File: src/rtl/pg_pkg.sv
package pg_pkg;

  typedef enum logic [2:0] {
    ST_IDLE,
    ST_COMMIT,
    ST_RD_REQ,
    ST_RD_WAIT,
    ST_RSP
  } pg_state_t;

  typedef struct packed {
    logic is_reg;
    logic is_ram;
    logic byte_ok;
  } pg_kind_t;

endpackage

File: src/rtl/pg_decode.sv
module pg_decode #(
  parameter int ADDR_W     = 11,
  parameter int NUM_PAGES  = 4,
  parameter int PAGE_BYTES = 256,
  parameter int BE_W       = 4,
  parameter logic [ADDR_W-1:0] REG_ADDR = 11'h400
) (
  input  logic [ADDR_W-1:0]               addr,
  input  logic [BE_W-1:0]                 be,
  output pg_pkg::pg_kind_t                kind,
  output logic [$clog2(NUM_PAGES)-1:0]    page,
  output logic [$clog2(NUM_PAGES*PAGE_BYTES/BE_W)-1:0] word
);
  localparam int PAGE_W   = $clog2(NUM_PAGES);
  localparam int OFF_W    = $clog2(PAGE_BYTES);
  localparam int LANE_W   = $clog2(BE_W);
  localparam int RAM_BA_W = OFF_W + PAGE_W;
  localparam int WORD_W   = RAM_BA_W - LANE_W;

  logic lane0_only;
  assign lane0_only = (be == BE_W'(1));

  always_comb begin
    kind.is_ram  = (addr[ADDR_W-1:RAM_BA_W] == '0);
    kind.is_reg  = (addr[ADDR_W-1:LANE_W] == REG_ADDR[ADDR_W-1:LANE_W]);
    kind.byte_ok = lane0_only;
  end

  assign page = addr[OFF_W +: PAGE_W];
  assign word = addr[LANE_W +: WORD_W];
endmodule

File: src/rtl/pg_ctrl_reg.sv
module pg_ctrl_reg #(
  parameter int NUM_PAGES = 4,
  parameter int REG_W     = 8
) (
  input  logic                 clk,
  input  logic                 rst_n,
  input  logic                 wr,
  input  logic [REG_W-1:0]     wr_data,
  input  logic                 accept,
  output logic [NUM_PAGES-1:0] page_en,
  output logic [NUM_PAGES-1:0] drop_mask,
  output logic                 hazard_win,
  output logic [REG_W-1:0]     rd_value
);
  localparam int PAD_W = REG_W - NUM_PAGES;

  logic [NUM_PAGES-1:0] en_q;

  always_ff @(posedge clk or negedge rst_n) begin
    if (!rst_n) begin
      en_q       <= '1;
      hazard_win <= 1'b0;
    end else begin
      if (wr) en_q <= wr_data[NUM_PAGES-1:0];
      if (wr)          hazard_win <= 1'b1;
      else if (accept) hazard_win <= 1'b0;
    end
  end

  assign page_en   = en_q;
  assign drop_mask = wr ? (en_q & ~wr_data[NUM_PAGES-1:0]) : '0;

  generate
    if (PAD_W > 0) begin : g_pad
      assign rd_value = {{PAD_W{1'b0}}, en_q};
    end else begin : g_nopad
      assign rd_value = en_q;
    end
  endgenerate
endmodule

File: src/rtl/pg_wbuf.sv
module pg_wbuf #(
  parameter int WORD_W = 8,
  parameter int DATA_W = 32
) (
  input  logic                clk,
  input  logic                rst_n,
  input  logic                load,
  input  logic [WORD_W-1:0]   ld_addr,
  input  logic [DATA_W-1:0]   ld_data,
  input  logic [DATA_W/8-1:0] ld_strb,
  input  logic                clear,
  output logic                vld,
  output logic [WORD_W-1:0]   addr,
  output logic [DATA_W-1:0]   data,
  output logic [DATA_W/8-1:0] strb
);
  always_ff @(posedge clk or negedge rst_n) begin
    if (!rst_n) begin
      vld  <= 1'b0;
      addr <= '0;
      data <= '0;
      strb <= '0;
    end else if (load) begin
      vld  <= 1'b1;
      addr <= ld_addr;
      data <= ld_data;
      strb <= ld_strb;
    end else if (clear) begin
      vld  <= 1'b0;
    end
  end
endmodule

File: src/rtl/paged_ram_gate.sv
module paged_ram_gate #(
  parameter int ADDR_W     = 11,
  parameter int DATA_W     = 32,
  parameter int NUM_PAGES  = 4,
  parameter int PAGE_BYTES = 256,
  parameter int REG_W      = 8,
  parameter logic [ADDR_W-1:0] REG_ADDR = 11'h400,
  parameter logic [DATA_W-1:0] FILL     = 32'hDEADBEEF,
  localparam int BE_W   = DATA_W / 8,
  localparam int PAGE_W = $clog2(NUM_PAGES),
  localparam int RAM_AW = $clog2(NUM_PAGES * PAGE_BYTES / BE_W)
) (
  input  logic              clk,
  input  logic              rst_n,
  input  logic              cpu_req_valid,
  output logic              cpu_req_ready,
  input  logic [ADDR_W-1:0] cpu_addr,
  input  logic              cpu_we,
  input  logic [BE_W-1:0]   cpu_be,
  input  logic [DATA_W-1:0] cpu_wdata,
  output logic              cpu_rsp_valid,
  input  logic              cpu_rsp_ready,
  output logic [DATA_W-1:0] cpu_rsp_rdata,
  output logic              cpu_rsp_err,
  output logic              cpu_rsp_hazard,
  output logic              ram_req_valid,
  input  logic              ram_req_ready,
  output logic              ram_we,
  output logic [RAM_AW-1:0] ram_addr,
  output logic [DATA_W-1:0] ram_wdata,
  output logic [BE_W-1:0]   ram_wstrb,
  input  logic [DATA_W-1:0] ram_rdata
);
  import pg_pkg::*;

  pg_state_t state;

  // request decode
  pg_kind_t          d_kind;
  logic [PAGE_W-1:0] d_page;
  logic [RAM_AW-1:0] d_word;

  pg_decode #(
    .ADDR_W(ADDR_W), .NUM_PAGES(NUM_PAGES), .PAGE_BYTES(PAGE_BYTES),
    .BE_W(BE_W), .REG_ADDR(REG_ADDR)
  ) u_decode (
    .addr(cpu_addr), .be(cpu_be), .kind(d_kind), .page(d_page), .word(d_word)
  );

  logic acc;
  assign cpu_req_ready = (state == ST_IDLE);
  assign acc           = cpu_req_valid && cpu_req_ready;

  // control register
  logic                 reg_wr;
  logic [NUM_PAGES-1:0] page_en;
  logic [NUM_PAGES-1:0] drop_mask;
  logic                 hazard_win;
  logic [REG_W-1:0]     reg_value;

  assign reg_wr = acc && d_kind.is_reg && d_kind.byte_ok && cpu_we;

  pg_ctrl_reg #(.NUM_PAGES(NUM_PAGES), .REG_W(REG_W)) u_ctrl (
    .clk(clk), .rst_n(rst_n), .wr(reg_wr), .wr_data(cpu_wdata[REG_W-1:0]),
    .accept(acc), .page_en(page_en), .drop_mask(drop_mask),
    .hazard_win(hazard_win), .rd_value(reg_value)
  );

  // latched request
  logic              q_we;
  logic [BE_W-1:0]   q_be;
  logic [DATA_W-1:0] q_wdata;
  logic [PAGE_W-1:0] q_page;
  logic [RAM_AW-1:0] q_word;
  logic              q_fwd;

  // per-page posted write buffers
  logic [NUM_PAGES-1:0] buf_vld;
  logic [RAM_AW-1:0]    buf_addr [NUM_PAGES];
  logic [DATA_W-1:0]    buf_data [NUM_PAGES];
  logic [BE_W-1:0]      buf_strb [NUM_PAGES];

  logic              ld_fire;
  logic [PAGE_W-1:0] ld_page;
  logic [RAM_AW-1:0] ld_addr;
  logic [DATA_W-1:0] ld_data;
  logic [BE_W-1:0]   ld_strb;
  logic              commit_done;
  logic              ram_ok;
  logic              hit_full;

  assign commit_done = (state == ST_COMMIT) && ram_req_ready;
  assign ram_ok      = acc && d_kind.is_ram && !d_kind.is_reg && !hazard_win
                       && page_en[d_page];
  assign hit_full    = (buf_addr[d_page] == d_word) && (buf_strb[d_page] == '1);

  always_comb begin
    if (state == ST_IDLE) begin
      ld_fire = ram_ok && cpu_we && !buf_vld[d_page];
      ld_page = d_page;
      ld_addr = d_word;
      ld_data = cpu_wdata;
      ld_strb = cpu_be;
    end else begin
      ld_fire = commit_done && q_we;
      ld_page = q_page;
      ld_addr = q_word;
      ld_data = q_wdata;
      ld_strb = q_be;
    end
  end

  generate
    for (genvar p = 0; p < NUM_PAGES; p++) begin : g_page
      logic pg_load;
      logic pg_clear;
      assign pg_load  = ld_fire && (ld_page == PAGE_W'(p));
      assign pg_clear = drop_mask[p] ||
                        (commit_done && !q_we && (q_page == PAGE_W'(p)));
      pg_wbuf #(.WORD_W(RAM_AW), .DATA_W(DATA_W)) u_wbuf (
        .clk(clk), .rst_n(rst_n),
        .load(pg_load), .ld_addr(ld_addr), .ld_data(ld_data), .ld_strb(ld_strb),
        .clear(pg_clear),
        .vld(buf_vld[p]), .addr(buf_addr[p]), .data(buf_data[p]), .strb(buf_strb[p])
      );
    end
  endgenerate

  // sequencer
  logic [DATA_W-1:0] rsp_data;
  logic              rsp_err;
  logic              rsp_hz;

  always_ff @(posedge clk or negedge rst_n) begin
    if (!rst_n) begin
      state    <= ST_IDLE;
      q_we     <= 1'b0;
      q_be     <= '0;
      q_wdata  <= '0;
      q_page   <= '0;
      q_word   <= '0;
      q_fwd    <= 1'b0;
      rsp_data <= '0;
      rsp_err  <= 1'b0;
      rsp_hz   <= 1'b0;
    end else begin
      unique case (state)
        ST_IDLE: if (acc) begin
          q_we     <= cpu_we;
          q_be     <= cpu_be;
          q_wdata  <= cpu_wdata;
          q_page   <= d_page;
          q_word   <= d_word;
          q_fwd    <= 1'b0;
          rsp_data <= '0;
          rsp_err  <= 1'b0;
          rsp_hz   <= 1'b0;
          if (d_kind.is_reg) begin
            rsp_err <= !d_kind.byte_ok;
            if (d_kind.byte_ok && !cpu_we) rsp_data <= DATA_W'(reg_value);
            state <= ST_RSP;
          end else if (!d_kind.is_ram) begin
            rsp_err <= 1'b1;
            state   <= ST_RSP;
          end else if (hazard_win) begin
            rsp_hz   <= 1'b1;
            rsp_data <= FILL;
            state    <= ST_RSP;
          end else if (!page_en[d_page]) begin
            if (!cpu_we) rsp_data <= FILL;
            state <= ST_RSP;
          end else if (buf_vld[d_page]) begin
            q_fwd <= !cpu_we && hit_full;
            if (!cpu_we && hit_full) rsp_data <= buf_data[d_page];
            state <= ST_COMMIT;
          end else if (cpu_we) begin
            state <= ST_RSP;
          end else begin
            state <= ST_RD_REQ;
          end
        end
        ST_COMMIT: if (ram_req_ready) begin
          state <= (q_we || q_fwd) ? ST_RSP : ST_RD_REQ;
        end
        ST_RD_REQ: if (ram_req_ready) state <= ST_RD_WAIT;
        ST_RD_WAIT: begin
          rsp_data <= ram_rdata;
          state    <= ST_RSP;
        end
        ST_RSP: if (cpu_rsp_ready) state <= ST_IDLE;
        default: state <= ST_IDLE;
      endcase
    end
  end

  assign cpu_rsp_valid  = (state == ST_RSP);
  assign cpu_rsp_rdata  = rsp_data;
  assign cpu_rsp_err    = rsp_err;
  assign cpu_rsp_hazard = rsp_hz;

  // RAM request port
  always_comb begin
    ram_req_valid = (state == ST_COMMIT) || (state == ST_RD_REQ);
    ram_we        = (state == ST_COMMIT);
    if (state == ST_COMMIT) begin
      ram_addr  = buf_addr[q_page];
      ram_wdata = buf_data[q_page];
      ram_wstrb = buf_strb[q_page];
    end else begin
      ram_addr  = q_word;
      ram_wdata = '0;
      ram_wstrb = '0;
    end
  end
endmodule

File: config.mk
export PLATFORM = sky130hd
export DESIGN_NAME = paged_ram_gate
export DESIGN_NICKNAME = d
export VERILOG_FILES = /design/src/rtl/pg_pkg.sv /design/src/rtl/pg_decode.sv /design/src/rtl/pg_ctrl_reg.sv /design/src/rtl/pg_wbuf.sv /design/src/rtl/paged_ram_gate.sv
export SDC_FILE = /design/constraint.sdc
export NUM_CORES = 1
export LEC_CHECK = 0
export BUFFER_PORTS_ARGS = -buffer_cell sky130_fd_sc_hd__buf_4
export CAP_MARGIN = 20
export CORE_ASPECT_RATIO = 1.5
export CORE_UTILIZATION = 40
export CTS_BUF_LIST = sky130_fd_sc_hd__clkbuf_4 sky130_fd_sc_hd__clkbuf_8
export DETAILED_ROUTE_END_ITERATION = 10
export GPL_TIMING_DRIVEN = 0
export PLACE_DENSITY = 0.68
export SLEW_MARGIN = 0
export SYNTH_ARGS = -nofsm -noshare
export SYNTH_HDL_FRONTEND = slang
export SYNTH_SLANG_ARGS = --single-unit
export TNS_END_PERCENT = 1
File: constraint.sdc
create_clock -name clk -period 2.4 [get_ports clk]
set_input_delay 0.6 -clock clk [delete_from_list [all_inputs] [get_ports clk]]
set_output_delay 0.6 -clock clk [all_outputs]
set_load 0.02 [all_outputs]
; ---- Yosys cells after proc, flatten, opt, wreduce, memory -nomap -nowiden
; Index checks and enable logic that the tools add are counted.
[totals]
word_cells = 175
output_inout_bits = 82
mem_count = 0
reg_bits = 270
latch_bits = 0
inputBits = 85
rom_bits = 0
ramBits = 0
[op_classes]
addsub = 0
multipliers = 0
bitwise_logic = 5
n_reduce_logical = 48
mux = 73
div_mod_pow = 0
n_eq_ne = 18
magnitude_cmp = 3
n_shift = 0
[ops]
columns = op, n
row1 = 2-to-1 mux 32 bit, 14
row2 = binary-select mux 32 bit (select 2 bit), 2
row3 = one-hot mux 32 bit (2 select lines), 1
row4 = 2-to-1 mux 8 bit, 6
row5 = 2-to-1 mux 3 bit, 11
row6 = binary-select mux 8 bit (select 2 bit), 2
row7 = 2-to-1 mux 4 bit, 8
row8 = logical AND 1 bit, 24
row9 = 2-to-1 mux 1 bit, 23
row10 = binary-select mux 4 bit (select 2 bit), 2
row11 = one-hot mux 3 bit (5 select lines), 1
row12 = nonzero test 2 bit, 6
row13 = == test 9 bit (second input constant), 1
row14 = == test 2 bit (second input constant), 4
row15 = == test 8 bit, 1
row16 = == test 3 x 2 -> 1 bit (second input constant), 2
row17 = >= comparator 3 bit (second input constant), 2
row18 = zero test 1 bit, 6
row19 = logical OR 1 bit, 6
row20 = inverter 2 -> 3 bit, 2
row21 = AND 4 bit, 1
row22 = binary-select mux 1 bit (select 2 bit), 2
row23 = == test 2 x 1 -> 1 bit (second input constant), 2
row24 = == test 4 x 1 -> 1 bit (second input constant), 1
row25 = 13 further kinds, 17

; ---- Logic depth before layout (Yosys ltp)
; Gate-level depths: netlist of the first run.
[depth]
ltp_word = 15
ltp_mapped = 11
depth_no_buf = 7

; ---- Hierarchy
; A second synthesis of the first run with hierarchy kept.
[unflattened]
hier_cells = 1239
area_unflattened_um2 = 15010.6
[modules_own_cells]
columns = module, area_per_inst_um2, instances, cells_per_inst, seq_area_each_um2
row1 = pg_wbuf, 1870.5, 4, 96, 1126.1
row2 = paged_ram_gate, 7098.1, 1, 811, 2127.0
row3 = pg_ctrl_reg, 312.8, 1, 27, 130.1
row4 = pg_decode, 117.6, 1, 17, 0.0

; ---- Worst setup path after synthesis of the first run
; OpenSTA, ideal clock, no wires.
[synth_path]
kind = reg2out
start = register state[0]
end = output ram_wdata[29]
path_slack_ns = -0.134
arrival_ns = 1.934
t_required_ns = 1.800
stages_incl_launch_ff = 8
path_buffers = 3
cell_sequence = dfrtp_1 buf_2 nor2b_1 nand2b_1 inv_1 clkbuf_1 clkbuf_1 and2_1
[synth_between]
elab_chain_len = 2
[synth_lines]
columns = element, line_no
row1 = "start, declared", paged_ram_gate.sv:36  ; pg_state_t state;
row2 = "start signal, assigned", paged_ram_gate.sv:183  ; state <= (q_we || q_fwd) ? ST_RSP : ST_RD_REQ;
row3 = == test 3 x 1 -> 1 bit, -
row4 = named net ram_we, paged_ram_gate.sv:28  ; output logic ram_we,
row5 = 2-to-1 mux 32 bit, paged_ram_gate.sv:205  ; if (state == ST_COMMIT) begin
row6 = "end, declared", paged_ram_gate.sv:30  ; output logic [DATA_W-1:0] ram_wdata,
; The timed path passes the listed nets, and every way through them passes these cells.

; ---- Final worst setup path of the first run
[layout_path]
start = register q_page[0]
end = output ram_wdata[25]
[layout_between]
elab_chain_len = 5
[layout_lines]
columns = element, line_no
row1 = "start, declared", paged_ram_gate.sv:73  ; logic [PAGE_W-1:0] q_page;
row2 = "start signal, assigned", paged_ram_gate.sv:152  ; q_page <= d_page;
row3 = inverter 2 -> 3 bit (not written as such), paged_ram_gate.sv:207  ; ram_wdata = buf_data[q_page];
row4 = binary-select mux 32 bit (select 2 bit), paged_ram_gate.sv:207
row5 = 2-to-1 mux 32 bit (not written as such) (2 in a row), paged_ram_gate.sv:207
row6 = 2-to-1 mux 32 bit, paged_ram_gate.sv:205
; No other way between the ends. The select of a mux whose other input is x is not followed.

==> results of run 1 <==
power breakdown:
part | internal (W) | switching [W] | leakage (nW)
sequential | 0.00482 | 0.000217 | 3.62
clock | 0.00223 | 0.00193 | 0.479
combinational | 0.000984 | 0.00159 | 3.70
total | 0.00804 | 0.00374 | 7.80
final cells by class:
type | count | area share (%)
sequential | 268 | 39.14
multi-input combinational | 895 | 38.82
timing repair buffer | 175 | 9.095
clock buffer | 63 | 4.617
buffer | 116 | 4.595
tap | 420 | 3.063
clock inverter | 13 | 0.5397
inverter | 4 | 0.1167
antenna | 1 | 0.01459
metrics by stage:
step	TNS, ns	setup slack, ns
finish	-13.89	-0.3485
detailed placement	-172.66	-0.8613
global route	-18.25	-0.3686
CTS	-13.92	-0.3600
floorplan	-2.348	-0.06061
global placement	-570.41	-1.549
layout by cell type, fill, tap and decap left out, types with 6 or more instances in the layout:
cell,Yosys,routed
clkbuf_16,0,6
a221oi_1,20,20
and2_4,1,36
clkbuf_8,0,54
clkbuf_4,0,20
buf_4,5,143
and2_1,41,6
o21ai_1,7,6
o21ai_0,92,90
clkbuf_1,62,29
mux4_2,78,78
clkinv_2,0,11
clkbuf_2,4,25
a21oi_1,223,220
nor2_1,17,15
nand2_1,193,193
o31ai_1,30,25
buf_6,6,42
a21oi_2,40,43
buf_2,34,22
dfrtp_1,264,262
a22oi_1,8,8
mux2i_1,51,50
xor2_1,6,6
timing repair:
| action | in CTS | in global routing |
|---|---|---|
| gates resized for setup | 157 | 54 |
| pin swaps | 9 | 10 |
| setup buffers | 6 | 1 |
| hold buffers | 1 | 0 |
| endpoints found under the setup margin | 303 | 246 |
| endpoints found under the hold margin | 55 | 0 |
| cloned | 1 | 2 |
kinds of logic (layout without fill, tap and decap cells):
| logic type | Yosys count | in the layout |
|---|---|---|
| AOI/OAI and AO/OA | 450 | 450 |
| xor gates and xnor gates | 11 | 11 |
| buffers and inverters | 122 | 371 |
| DFF | 268 | 268 |
| muxes | 134 | 134 |
| other | 0 | 1 |
| and+or+nand+nor | 300 | 300 |
per-layer routing:
layer | wire length [µm] | vias to the layer above
met2 | 23590 | 680
met1 | 17310 | 5930
met4 | 2721 | 0
met5 | 0 | -
li1 | - | 5134
met3 | 3800 | 171
how the worst max path moves through the flow:
stage / end / slack, ns
2_1_floorplan: ram_wdata[25] / -0.06
3_3_place_gp: cpu_rsp_rdata[5]$_DFFE_PN0P_ / -1.55
3_5_place_dp: g_page[0].u_wbuf.data[0]$_DFFE_PN0P_ / -0.86
4_1_cts: ram_wdata[23] / -0.36
5_1_grt: ram_wdata[11] / -0.37
6_report: ram_wdata[25] / -0.35
registers in the layout, indices dropped and copies added (netlist names), 6 cells and up:
name / cells
g_page.u_wbuf.addr: 32
q_word: 6
g_page.u_wbuf.data: 128
cpu_rsp_rdata: 32
q_wdata: 32
g_page.u_wbuf.strb: 16
worst min-delay path, stage by stage:
cell     delay (ns)
buf_4          0.08
nand2_1        0.04
nand2_1        0.04
==> flow_metrics.py, run 1 <==
metrics = {
    "run_status": {
        "status": "finished, violations left",
        "failed_checks": "negative setup slack",
    },
    "routing": {
        "drc": 0,
        "drtAntennaViolNets": 0,
        "avgRoutedWirePerCell_um": 24.26,
        "routed_wl_mm": 47.42,
        "drt-pass1-iter-count": 7,
        "num_vias": 11920,
        "viasPerCell": 6.095,
        "drtIter0Drc": 1248,
    },
    "sta": {
        "worst_slack_ns": -0.3485,
        "slew_violations": 0,
        "hold_slack_ns": 0.2156,
        "min_period_over_period_pct": 114.5,
        "setup_violations": 70,
        "clock_skew_ns": 0.02854,
        "fmax_mhz": 363.8,
        "min_period_ns": 2.748,
        "hold_viol": 0,
        "rsz0062_at_grt": "true",
        "relSlewSlack_pct": 32.86,
        "worstMarginPinSlew_ns": 1.003,
    },
    "logic_synthesis": {
        "yosysWarnings": 0,
        "synth_compound_area_share_pct": 19.38,
        "synth_top_area_share_pct": 48.05,
        "synth-simple-area-share_pct": 10.06,
        "synth_top_family_by_area": "compound AO/OA/AOI/OAI gates",
        "synthMuxAreaShare_pct": 16.90,
        "yosysMostFrequentCell": "dfrtp_1",
        "yosysTopAreaCell": "dfrtp_1",
        "yosys.area_share.xor_xnor_pct": 0.7007,
        "async_flop_share_pct": 100.0,
        "synthTopCellsByCount": "dfrtp_1 (264), a21oi_1 (223), nand2_1 (193)",
        "synth-seq-area-share_pct": 48.81,
        "syn_inst": 1285,
        "synthAdderAreaFrac_pct": 0,
        "synth-edff-count": 0,
        "synth_seq_cells": 268,
        "synth_flop_cell": "dfrtp_1",
        "ys_types": 57,
        "synthesis.area_um2": 13750,
        "netlist_top_cells_area": "dfrtp_1 (48%), mux4_2 (13%), a21oi_1 (8.1%), nand2_1 (5.3%), mux2i_1 (3.7%)",
        "syn_area_per_cell_um2": 10.70,
        "syn_nets": 1370,
    },
    "final_layout": {
        "finalCoreUtilization_pct": 50.98,
        "regArea_um2": 6714,
        "instances_no_fill": 1955,
        "stdcell_area_um2": 17160,
        "syn_to_final_growth_pct": 24.77,
        "fillers": 3009,
        "drive_gt1_share_pct": 34.42,
        "nNetsFinal": 1587,
        "multi_input_area_um2": 6660,
    },
    "setup_path": {
        "critPathCaptureType": "output pin",
        "cp.depth": 5,
        "reg2reg_to": "cpu_rsp_rdata[3]$_DFFE_PN0P_",
        "cp-startpoint": "q_page[0]$_DFFE_PN0P_",
        "cp.arrival_ns": 2.15,
        "critPathBufInv": 3,
        "required_ns": 1.80,
        "worst-setup-path-type": "reg -> out",
        "reg2reg_depth": 6,
        "path_cells": "buf_12 -> clkbuf_16 -> mux4_2 -> and2_4 -> buf_6",
        "startpoint_type": "flop",
        "crit_family": "multiplexers",
        "crit_fanout": 6,
        "ff2ff_setup_slack_ns": -0.05,
        "r2r_start": "u_ctrl.page_en[1]$_DFFE_PN1P_",
        "crit_slowest_cell": "mux4_2",
        "slowest_delay_ns": 0.54,
    },
    "power_and_ir_drop": {
        "power_w": 0.01177,
        "leakagePower_nw": 7.800,
        "vdd_drop_max_mv": 0.3272,
        "powerDensity_nw_per_um2": 686.3,
    },
    "place": {
        "gp_congestion": 0.8734,
        "io_buffers": 162,
        "hpwl_mm": 33.15,
        "placed_cells": 1869,
        "place_area_um2": 15550,
    },
    "min_path": {
        "hp-class": "in -> reg",
        "hold_path_depth": 3,
        "min_from": "cpu_wdata[31]",
        "min_to": "q_wdata[31]$_DFFE_PN0P_",
    },
    "clock_tree": {
        "cts-buffers-inserted": 42,
        "clock_latency_ns": 0.59,
        "htreeDepth": 2,
        "cts_tree": "done",
        "root_buffer": "clkbuf_8",
        "cts_buffer_depth": 3,
        "clk_pin_slew_worst_paths_ns": 0.06,
        "cts_sinks": 268,
    },
    "global_routing": {
        "met2_usage_pct": 45.36,
        "grt_usage_pct": 27.17,
        "busiest_layer": "met2",
        "use_met3_pct": 5.260,
        "grt_util_met1_pct": 32.59,
        "grt_pass1_vias": 12440,
        "grt_pass1_wl_mm": 72.75,
        "grt_max_degree": 125,
        "grt.overflow.total": 0,
        "antenna_found_initial": 1,
    },
    "floorplan": {
        "die-area_um2": 35130,
        "num_rows": 82,
        "initial_utilization_pct": 40.86,
        "die_h_um": 229.1,
        "ios": 167,
        "fp.dieW_um": 153.4,
        "coreArea_um2": 33650,
    },
    "run": {
        "drv_cap": 0,
    },
}
No activity file was read; power rests on OpenSTA's default activity.
==> inputs of run 2 (changes only) <==
--- a/config.mk
+++ b/config.mk
@@ -13,6 +13,7 @@
 export DETAILED_ROUTE_END_ITERATION = 10
 export GPL_TIMING_DRIVEN = 0
 export PLACE_DENSITY = 0.68
+export RECOVER_POWER = 25
 export SLEW_MARGIN = 0
 export SYNTH_ARGS = -nofsm -noshare
 export SYNTH_HDL_FRONTEND = slang
==> run 2 against run 1 <==
Against the previous run:
- the run ends with max-capacitance violations, max-slew violations, negative setup slack left
- largest cell class unchanged
- sequential power about the same
- sequential share of layout area about the same
- maximum frequency about the same
- die area unchanged
- register-to-register slack about the same
- routed wire length about the same
- highest routed layer unchanged
- first-iteration DRC count unchanged
- worst hold slack about the same
- utilization about the same
- final cell count unchanged
- critical path depth unchanged
==> flow_metrics.py, run 2 (synthesized netlist as in run 1, its figures left out) <==
metrics = {
    "setup_path": {
        "path_cells": "buf_12 -> clkbuf_16 -> mux4_2 -> and2_4 -> buf_6",
        "critPathBufInv": 3,
        "crit_fanout": 6,
        "cp.arrival_ns": 2.15,
        "slowest_delay_ns": 0.54,
        "critPathCaptureType": "output pin",
        "startpoint_type": "flop",
        "crit_family": "multiplexers",
        "worst-setup-path-type": "reg -> out",
        "required_ns": 1.80,
        "crit_slowest_cell": "mux4_2",
    },
    "final_layout": {
        "nNetsFinal": 1587,
        "finalCoreUtilization_pct": 50.95,
        "drive_gt1_share_pct": 34.42,
        "layout_commonest_cell": "dfrtp_1",
        "layout_common_cells": "dfrtp_1 (262), a21oi_1 (220), nand2_1 (193)",
        "regMostFlops": "g_page.u_wbuf.data",
        "stdcell_area_um2": 17150,
        "syn_to_final_growth_pct": 24.70,
        "largest_reg_flops": 128,
    },
    "sta": {
        "min_period_over_period_pct": 114.5,
        "setup_violations": 93,
        "relSlewSlack_pct": -12.24,
        "rsz0062_at_grt": "true",
        "slew_violations": 60,
        "clock_skew_ns": 0.02876,
        "timing.setup.tns_ns": -14.14,
        "min_period_ns": 2.749,
        "worstMarginPinSlew_ns": 1.684,
        "fmax_mhz": 363.8,
        "hold_viol": 0,
        "worst_slack_ns": -0.3488,
    },
    "routing": {
        "avgRoutedWirePerCell_um": 24.27,
        "viasPerCell": 6.104,
        "num_vias": 11930,
        "drt-pass1-iter-count": 7,
        "drc": 0,
        "drtIter0Drc": 1248,
        "drtAntennaViolNets": 0,
        "routed_wl_mm": 47.44,
    },
    "clock_tree": {
        "root_buffer": "clkbuf_8",
        "htreeDepth": 2,
        "cts-buffers-inserted": 42,
        "cts_buffer_depth": 3,
        "cts_tree": "done",
        "clk_pin_slew_worst_paths_ns": 0.06,
        "clock_latency_ns": 0.59,
        "cts_sinks": 268,
    },
    "floorplan": {
        "die-area_um2": 35130,
        "ios": 167,
        "die_h_um": 229.1,
        "coreArea_um2": 33650,
        "num_rows": 82,
        "initial_utilization_pct": 40.86,
        "fp.dieW_um": 153.4,
    },
    "power_and_ir_drop": {
        "vdd_drop_max_mv": 0.3272,
        "power_w": 0.01177,
        "leakagePower_nw": 7.797,
        "powerDensity_nw_per_um2": 686.5,
    },
    "global_routing": {
        "grt_pass1_vias": 12440,
        "grt.overflow.total": 0,
        "grt_pass1_wl_mm": 72.75,
        "grt_usage_pct": 27.17,
        "antenna_found_initial": 1,
        "grt_max_degree": 125,
    },
    "min_path": {
        "hp-class": "in -> reg",
    },
    "place": {
        "place_area_um2": 15550,
        "io_buffers": 162,
        "hpwl_mm": 33.15,
        "gp_congestion": 0.8734,
    },
    "run_status": {
        "failed_checks": "max-capacitance violations, max-slew violations, negative setup slack",
        "status": "finished, violations left",
    },
    "run": {
        "drv_cap": 1,
    },
}
==> run 2: cell types whose count changed in the layout (fill, tap and decap cells not counted), sizes merged <==
cell,change
clkbuf,+1
buf,-1
==> run 2: where the power goes <==
| group | switching, W | internal (W) | leakage, nW |
|---|---|---|---|
| clock | 0.00194 | 0.00223 | 0.479 |
| combinational | 0.00158 | 0.000983 | 3.70 |
| sequential | 0.000216 | 0.00482 | 3.62 |
| total | 0.00374 | 0.00804 | 7.80 |
==> run 2: final cells by class <==
type | instances | area (µm²)
antenna | 1 | 2.502
buffer | 116 | 788.3
clock buffer | 63 | 792.0
clock inverter | 13 | 92.59
fill | 3010 | 16510
inverter | 4 | 20.02
multi-input combinational | 895 | 6660
sequential | 268 | 6714
tap | 420 | 525.5
timing repair buffer | 175 | 1550
==> run 2: worst paths after layout <==
check,endpoint,cells after the start,slack (ns),startpoint
max reg2reg,cpu_rsp_rdata[3]$_DFFE_PN0P_,6,-0.05,u_ctrl.page_en[1]$_DFFE_PN1P_
max in group asynchronous,g_page[3].u_wbuf.data[5]$_DFFE_PN0P_,3,-0.02,rst_n
min,q_wdata[16]$_DFFE_PN0P_,3,0.22,cpu_wdata[16]
max,ram_wdata[25],5,-0.35,q_page[0]$_DFFE_PN0P_
min in group asynchronous,q_wdata[28]$_DFFE_PN0P_,2,0.98,rst_n
min reg2reg,q_wdata[27]$_DFFE_PN0P_,2,0.47,q_wdata[27]$_DFFE_PN0P_
==> run 2: timing repair <==
action,4_1_cts,5_1_grt
hold endpoints to repair,55,0
pin swaps,9,10
resized for setup,157,54
setup buffers,6,1
setup endpoints to repair,303,246
hold buffers,1,0
gates cloned,1,2
==> run 2: worst reg2reg max path, delay by kind of cell (launching register included) <==
family                 cells  cell delay [ns]
AOI/OAI and AO/OA          3             0.99
buffers and inverters      1             0.38
DFF                        1             0.55
muxes                      1             0.30
and+or+nand+nor            1             0.13
==> run 2: metrics by stage <==
step                setup WS (ns)  hold WS, ns  instances
global route              -0.3686       0.2192       1955
global placement           -1.549       0.4564       1867
CTS                       -0.3600       0.1995       1951
detailed placement        -0.8613       0.4611       1869
finish                    -0.3488       0.2157       1955
floorplan                -0.06061       0.3044       1285
==> run 2: layer usage <==
metal	GRT usage, %	routed length, µm	vias up
met5	0	0	-
met4	16.06	2752	0
met3	5.260	3753	177
met2	45.36	23560	682
met1	32.59	17380	5940
li1	-	-	5135
